<file path="config.mk">
export PLATFORM = sky130hd
export DESIGN_NAME = xcvr_rst_seq
export DESIGN_NICKNAME = d
export VERILOG_FILES = /design/src/rtl/xcvr_rst_pkg.sv /design/src/rtl/xrs_sync2.sv /design/src/rtl/xrs_hold_timer.sv /design/src/rtl/xrs_out_decode.sv /design/src/rtl/xcvr_rst_seq.sv
export SDC_FILE = /design/constraint.sdc
export NUM_CORES = 1
export LEC_CHECK = 0
export CORE_AREA = 8 8 65 67
export CTS_BUF_LIST = sky130_fd_sc_hd__clkbuf_2 sky130_fd_sc_hd__clkbuf_4 sky130_fd_sc_hd__clkbuf_8
export CTS_CLUSTER_DIAMETER = 100
export DETAILED_ROUTE_END_ITERATION = 6
export DIE_AREA = 0 0 73 75
export PLACE_DENSITY = 0.46
export SLEW_MARGIN = 20
export SYNTH_ARGS = -nofsm -noshare
export SYNTH_HDL_FRONTEND = slang
export SYNTH_SLANG_ARGS = --single-unit
</file>
<file path="constraint.sdc">
create_clock -name clk -period 4.4 [get_ports clk]
set_input_delay 0.66 -clock clk [delete_from_list [all_inputs] [get_ports clk]]
set_output_delay 0.66 -clock clk [all_outputs]
set_load 0.05 [all_outputs]
</file>
<file path="src/rtl/xcvr_rst_pkg.sv">
package xcvr_rst_pkg;

  typedef enum logic [2:0] {
    ST_PWRDN     = 3'd0,
    ST_WAIT_LOCK = 3'd1,
    ST_WAIT_IDLE = 3'd2,
    ST_WAIT_FLK  = 3'd3,
    ST_SETTLE    = 3'd4,
    ST_WAIT_DATA = 3'd5,
    ST_READY     = 3'd6
  } seq_state_t;

  // A window of 'limit' cycles is complete when the count entering this
  // cycle is limit-1 (the count was cleared on the entry edge).
  function automatic logic hold_reached(input int unsigned count,
                                        input int unsigned limit);
    return (count + 1) >= limit;
  endfunction

  // Bundle of the four reset-style outputs plus ready.
  typedef struct packed {
    logic pwrdn;
    logic tx_dig;
    logic rx_ana;
    logic rx_dig;
    logic ready;
  } seq_out_t;

endpackage

</file>
<file path="src/rtl/xrs_sync2.sv">
module xrs_sync2 #(
  parameter int WIDTH = 4
) (
  input  logic             clk,
  input  logic             rst,
  input  logic [WIDTH-1:0] d,
  output logic [WIDTH-1:0] q
);
  logic [WIDTH-1:0] meta_q;
  logic [WIDTH-1:0] sync_q;

  for (genvar b = 0; b < WIDTH; b++) begin : g_bit
    always_ff @(posedge clk) begin
      if (rst) begin
        meta_q[b] <= 1'b0;
        sync_q[b] <= 1'b0;
      end else begin
        meta_q[b] <= d[b];
        sync_q[b] <= meta_q[b];
      end
    end
  end

  assign q = sync_q;
endmodule

</file>
<file path="src/rtl/xrs_hold_timer.sv">
module xrs_hold_timer #(
  parameter int CW = 4
) (
  input  logic          clk,
  input  logic          rst,
  input  logic          clr,
  input  logic [CW-1:0] limit,
  output logic          done
);
  import xcvr_rst_pkg::*;

  localparam logic [CW-1:0] CMAX = '1;

  logic [CW-1:0] cnt_q;

  always_ff @(posedge clk) begin
    if (rst || clr)          cnt_q <= '0;
    else if (cnt_q != CMAX)  cnt_q <= cnt_q + 1'b1;
  end

  assign done = hold_reached(32'(cnt_q), 32'(limit));

  // The count never skips: after a clear the next value is 0 or the clear persists.
  assert_timer_clears_R11: assert property (@(posedge clk) disable iff (rst)
    clr |=> (cnt_q == '0));
endmodule

</file>
<file path="src/rtl/xrs_out_decode.sv">
module xrs_out_decode (
  input  xcvr_rst_pkg::seq_state_t state,
  output xcvr_rst_pkg::seq_out_t   outs
);
  import xcvr_rst_pkg::*;

  always_comb begin
    outs = '{pwrdn: 1'b1, tx_dig: 1'b1, rx_ana: 1'b1, rx_dig: 1'b1, ready: 1'b0};
    unique case (state)
      ST_PWRDN:     ;
      ST_WAIT_LOCK: outs.pwrdn = 1'b0;
      ST_WAIT_IDLE: begin
        outs.pwrdn  = 1'b0;
        outs.tx_dig = 1'b0;
      end
      ST_WAIT_FLK, ST_SETTLE, ST_WAIT_DATA: begin
        outs.pwrdn  = 1'b0;
        outs.tx_dig = 1'b0;
        outs.rx_ana = 1'b0;
      end
      ST_READY: outs = '{pwrdn: 1'b0, tx_dig: 1'b0, rx_ana: 1'b0, rx_dig: 1'b0, ready: 1'b1};
      default: ;
    endcase
  end
endmodule

</file>
<file path="src/rtl/xcvr_rst_seq.sv">
module xcvr_rst_seq #(
  parameter int PD_HOLD_CYC = 8,
  parameter int SETTLE_CYC  = 6
) (
  input  logic clk,
  input  logic rst,
  input  logic txpll_lock,
  input  logic cfg_busy,
  input  logic rx_freq_lock,
  input  logic rx_data_seen,
  output logic pll_pwrdn,
  output logic tx_dig_rst,
  output logic rx_ana_rst,
  output logic rx_dig_rst,
  output logic chan_ready
);
  import xcvr_rst_pkg::*;

  localparam int MAXC = (PD_HOLD_CYC > SETTLE_CYC) ? PD_HOLD_CYC : SETTLE_CYC;
  localparam int CW   = $clog2(MAXC + 1);
  localparam int NSTAT = 4;

  // synchronized status, bit order {lock, busy, freq lock, data}
  logic [NSTAT-1:0] stat_s;
  logic lock_s, busy_s, flock_s, data_s;

  xrs_sync2 #(.WIDTH(NSTAT)) i_sync (
    .clk (clk),
    .rst (rst),
    .d   ({txpll_lock, cfg_busy, rx_freq_lock, rx_data_seen}),
    .q   (stat_s)
  );
  assign {lock_s, busy_s, flock_s, data_s} = stat_s;

  seq_state_t state_q, state_d;
  logic          hold_done;
  logic          state_change;
  logic [CW-1:0] hold_limit;

  assign hold_limit   = (state_q == ST_PWRDN) ? CW'(PD_HOLD_CYC) : CW'(SETTLE_CYC);
  assign state_change = (state_d != state_q);

  xrs_hold_timer #(.CW(CW)) i_timer (
    .clk   (clk),
    .rst   (rst),
    .clr   (state_change),
    .limit (hold_limit),
    .done  (hold_done)
  );

  always_comb begin
    state_d = state_q;
    case (state_q)
      ST_PWRDN:     if (hold_done) state_d = ST_WAIT_LOCK;
      ST_WAIT_LOCK: if (lock_s)    state_d = ST_WAIT_IDLE;
      default: begin
        if (!lock_s) begin
          state_d = ST_PWRDN;
        end else begin
          case (state_q)
            ST_WAIT_IDLE: if (!busy_s) state_d = ST_WAIT_FLK;
            ST_WAIT_FLK:  if (flock_s) state_d = ST_SETTLE;
            ST_SETTLE: begin
              if (!flock_s)      state_d = ST_WAIT_FLK;
              else if (hold_done) state_d = ST_WAIT_DATA;
            end
            ST_WAIT_DATA: begin
              if (!flock_s)     state_d = ST_WAIT_FLK;
              else if (data_s)  state_d = ST_READY;
            end
            ST_READY: if (!flock_s) state_d = ST_WAIT_FLK;
            default:  state_d = ST_PWRDN;
          endcase
        end
      end
    endcase
  end

  always_ff @(posedge clk) begin
    if (rst) state_q <= ST_PWRDN;
    else     state_q <= state_d;
  end

  seq_out_t outs;
  xrs_out_decode i_dec (
    .state (state_q),
    .outs  (outs)
  );

  assign pll_pwrdn  = outs.pwrdn;
  assign tx_dig_rst = outs.tx_dig;
  assign rx_ana_rst = outs.rx_ana;
  assign rx_dig_rst = outs.rx_dig;
  assign chan_ready = outs.ready;

  // ---------------- assertions ----------------
  assert_pwrdn_hold_R1: assert property (@(posedge clk) disable iff (rst)
    $fell(pll_pwrdn) |-> $past(hold_done));

  assert_pwrdn_all_rst_R2: assert property (@(posedge clk) disable iff (rst)
    pll_pwrdn |-> (tx_dig_rst && rx_ana_rst && rx_dig_rst && !chan_ready));

  assert_tx_needs_lock_R3: assert property (@(posedge clk) disable iff (rst)
    $fell(tx_dig_rst) |-> $past(lock_s));

  assert_rxa_needs_idle_R4: assert property (@(posedge clk) disable iff (rst)
    $fell(rx_ana_rst) |-> ($past(!busy_s) && !tx_dig_rst));

  assert_rxd_needs_flock_R5: assert property (@(posedge clk) disable iff (rst)
    $fell(rx_dig_rst) |-> $past(flock_s));

  assert_rxd_needs_data_R7: assert property (@(posedge clk) disable iff (rst)
    $fell(rx_dig_rst) |-> $past(data_s));

  assert_ready_vs_rxd_R8: assert property (@(posedge clk) disable iff (rst)
    chan_ready == !rx_dig_rst);

  assert_lock_loss_R10: assert property (@(posedge clk) disable iff (rst)
    (!lock_s && !tx_dig_rst) |=> (pll_pwrdn && !chan_ready));

  assert_flock_loss_R11: assert property (@(posedge clk) disable iff (rst)
    (lock_s && !flock_s && !rx_ana_rst) |=> (rx_dig_rst && !chan_ready));

  assert_sync_reset_R12: assert property (@(posedge clk)
    rst |=> (pll_pwrdn && tx_dig_rst && rx_ana_rst && rx_dig_rst && !chan_ready));
endmodule

</file>
==> summary.md <==
| Metric | Value |
|---|---|
| Status | `finished, final reports clean` |
| Total die area | `5480 sq um` |
| Logic pwr share | `19.1%` |
| Post-route setup TNS | `0 ns` |
| TritonCTS clock tree | `built` |
| Slew @ Worst Pin | `0.551 ns` |
| Post-route DRC violation count | `0` |
| Mapped Cells | `between 100 and 150` |
| Core area | `around 3200 sq um` |
| Synthesis-to-finish area growth | `16.0%` |
| # setup viols final | `0` |
| Die Y | `75 um` |
| CP max FO | `16` |
| Drt pass-1 iters | `4` |
| PwrDens | `276 nW/um^2` |
| Most frequent cells in the layout | `dfxtp_1 (15), nand2_1 (11), nor2b_1 (11)` |
| Nets | `122` |
| Filler cell count | `337` |
| Drt wl/cell | `11.0 um` |
| Hold slack | `0.441 ns` |
| Hold buffers post-CTS | `0` |
| Diode count | `0` |
| Routed WL | `1750 um` |
| Antenna violations before repair | `0` |
| Endpoint class of the critical path | `output pin` |
| Synth Cell Area | `912 sq um` |
| Worst R2R End | `i_timer.cnt_q[2]` |
| WHS Path Cells | `1` |
| CTS H-Tree Depth | `1` |
| CP max stage cell | `clkdlybuf4s50_1` |
| Peak supply drop | `0.140 mV` |
| Worst Hold End | `i_sync.q[0]` |
| Post-synthesis cell type count | `41` |
| Max Fclk | `357 MHz` |
| Clock power frac | `about a quarter` |
| Reg-to-reg startpoint | `state_q[1]` |
| HP Start | `i_sync.meta_q[0]` |
| First-pass GRT wire length | `between 3000 and 4000 um` |
| Cell Rows | `21` |
| Minimum clock period | `2.80 ns` |
| 1st-iter DRT viols | `47` |
| Tcrit/Tclk final | `between 60% and 70%` |
| Critical path depth | `4` |
| PostCTS Resize Cnt | `0` |
| CP Class | `flip-flop to output pin` |
| Post-CTS Setup Bufs | `0` |
| Gr usage total | `7.15%` |
| Worst Clk Skew | `0.000880 ns` |
| Endpoints failing hold | `0` |
| Int Pwr | `0.000208 W` |
| CP Buf/Inv Count | `2` |
| Via count | `730` |
| Max-slew violations | `0` |
| CP peak stage delay | `0.79 ns` |
| Max_cap viols | `0` |
| Fin cells | `approximately 160` |
| CTS buffer count | `3` |
| Effective utilization at floorplan | `28.2%` |
| Largest net degree at the start of global routing | `17` |
| Routed Antenna Nets | `0` |
| CTS sink count | `15` |
| Dpl cells | `around 160` |
| P_leak | `0.399 nW` |
| Vias per Instance | `4.59` |
| FF-to-FF setup slack | `2.04 ns` |
| Root Driver | `clkbuf_4` |
| Power share of the sequential group | `54.8%` |
| Die X | `73 um` |
| RSZ-0062 raised after global routing | `no` |
| Vias in the first global route | `692` |
| Crit path max-delay family | `buffers and inverters` |
| Routability Congestion | `0.737` |
| Max Root-Sink Buffers | `2` |
| Synth warnings | `0` |
| Sequential area share after synthesis | `between 30% and 40%` |
| WP data arrival | `about 2.1 ns` |
| Critical Path RT | `3.74 ns` |
| Critical Path Start Type | `flip-flop` |
| I/O Pins | `11` |
| Layout cell share with drive strength beyond 1 | `10.6%` |
| R2R depth | `7` |
| Clk slew on worst S/H paths | `approximately 0.09 ns` |
| Synth Register Bits | `15` |
| Clock latency at the later pin of the worst-skew pair | `0.28 ns` |
| Switching Share | `28.9%` |
| Sw Pwr | `~0.000084 W` |
| Commonest non-fill, non-tap cell in the layout | `dfxtp_1` |
| Hold/Removal Path Class | `flip-flop to flip-flop` |
| Relative slew slack | `62.3%` |
| Grt ovf | `0` |
| PortBufs | `10` |
| Mean Syn Cell Area | `roughly 8.6 sq um` |
| Syn_nets | `between 100 and 150` |
| CP Cell Sequence | `nand2_1 > or2_2 > inv_1 > clkdlybuf4s50_1` |
==> cell type report <==
class,count,area [sq um],share of cell area [%]
multi-input cells,80,556,52.5
clock inverters,1,5.00,0.473
inverters,4,17.5,1.65
clock buffers,3,22.5,2.13
repair buffers,10,100,9.46
well taps,46,57.6,5.44
flip-flops and latches,15,300,28.4
==> power by group through the flow <==
stage | clock [W] | combinational [W] | sequential [W]
final | 0.0000763 | 0.0000558 | 0.000160
after global routing | 0.0000904 | 0.0000633 | 0.000162
after CTS | 0.0000832 | 0.0000563 | 0.000160
after detailed placement | 0 | 0.0000554 | 0.000163
after global placement | 0 | 0.0000559 | 0.000163
after floorplan | 0 | 0.0000478 | 0.000156
==> kinds of logic after synthesis <==
| kind of cell | Yosys count | share of synthesized area, % |
|---|---|---|
| compound gates | 21 | 18.1 |
| xor+xnor | 5 | 4.80 |
| fa+ha+maj | 2 | 2.74 |
| buf+inv | 11 | 6.17 |
| flops | 15 | 32.9 |
| mux | 3 | 3.43 |
| simple gates | 49 | 31.8 |
==> stage by stage <==
stage	utilization (%)	instance area, sq um	setup WS (ns)	power, W
2_1_floorplan	-	912	2.13	0.000203
3_3_place_gp	31.9	1030	1.94	0.000219
4_1_cts	32.8	1060	1.57	0.000299
5_1_grt	32.8	1060	1.46	0.000315
3_5_place_dp	31.9	1030	1.89	0.000218
6_report	32.8	1060	1.60	0.000292
==> sequential cells by signal (all words and copies together) (netlist names) <==
signal and flops:
i_sync.q 4, i_timer.cnt_q 4, state_q 3, i_sync.meta_q 4
==> worst max path at each step <==
stage	start	endpoint	slack, ns
CTS	state_q[1]	chan_ready	1.57
detailed placement	state_q[1]	chan_ready	1.89
global placement	state_q[1]	chan_ready	1.94
finish	state_q[1]	chan_ready	1.60
floorplan	state_q[0]	rx_ana_rst	2.13
global route	state_q[1]	chan_ready	1.46
==> cells in the mapped netlist <==
| master | instances | area [sq um] |
|---|---|---|
| mux2_2 | 1 | 11.3 |
| nor4_1 | 1 | 6.26 |
| a211o_1 | 1 | 8.76 |
| nor2_1 | 4 | 15.0 |
| o21ai_0 | 5 | 25.0 |
| mux2i_1 | 2 | 20.0 |
| inv_4 | 1 | 6.26 |
| buf_2 | 4 | 20.0 |
| and2b_1 | 2 | 15.0 |
| and2_1 | 1 | 6.26 |
| xnor2_1 | 4 | 35.0 |
| nand2_1 | 11 | 41.3 |
| or3_1 | 1 | 6.26 |
| nand3b_1 | 3 | 22.5 |
| buf_6 | 1 | 11.3 |
| o21bai_1 | 2 | 15.0 |
| o221ai_1 | 1 | 8.76 |
| or3_4 | 1 | 11.3 |
| xor2_1 | 1 | 8.76 |
| or2_2 | 1 | 6.26 |
| o21ai_1 | 1 | 5.00 |
| o211ai_1 | 1 | 7.51 |
| and4_1 | 2 | 17.5 |
| a31oi_1 | 2 | 12.5 |
| inv_1 | 3 | 11.3 |
| a21oi_2 | 2 | 17.5 |
| a222oi_1 | 1 | 10.0 |
| nor3_1 | 2 | 10.0 |
| nor2b_1 | 11 | 68.8 |
| a41o_1 | 1 | 10.0 |
| and3b_1 | 2 | 17.5 |
| dfxtp_1 | 15 | 300 |
| clkbuf_1 | 2 | 7.51 |
| nand3_1 | 2 | 10.0 |
| ha_1 | 2 | 25.0 |
| a2bb2o_4 | 1 | 20.0 |
| a21boi_0 | 1 | 7.51 |
| o2111ai_1 | 1 | 8.76 |
| nand2b_1 | 4 | 25.0 |
| a2111oi_0 | 1 | 8.76 |
| or4_4 | 1 | 11.3 |
==> routing by layer <==
layer | vias to the layer above | share of wire, % | global-route usage [%]
met5 | - | 0 | 0
met4 | 0 | 0.86 | 4.00
met3 | 2 | 2.7 | 2.26
met2 | 7 | 46 | 11.1
met1 | 333 | 51 | 8.53
li1 | 388 | - | -
Note: power is estimated with default switching activity, not from simulation.
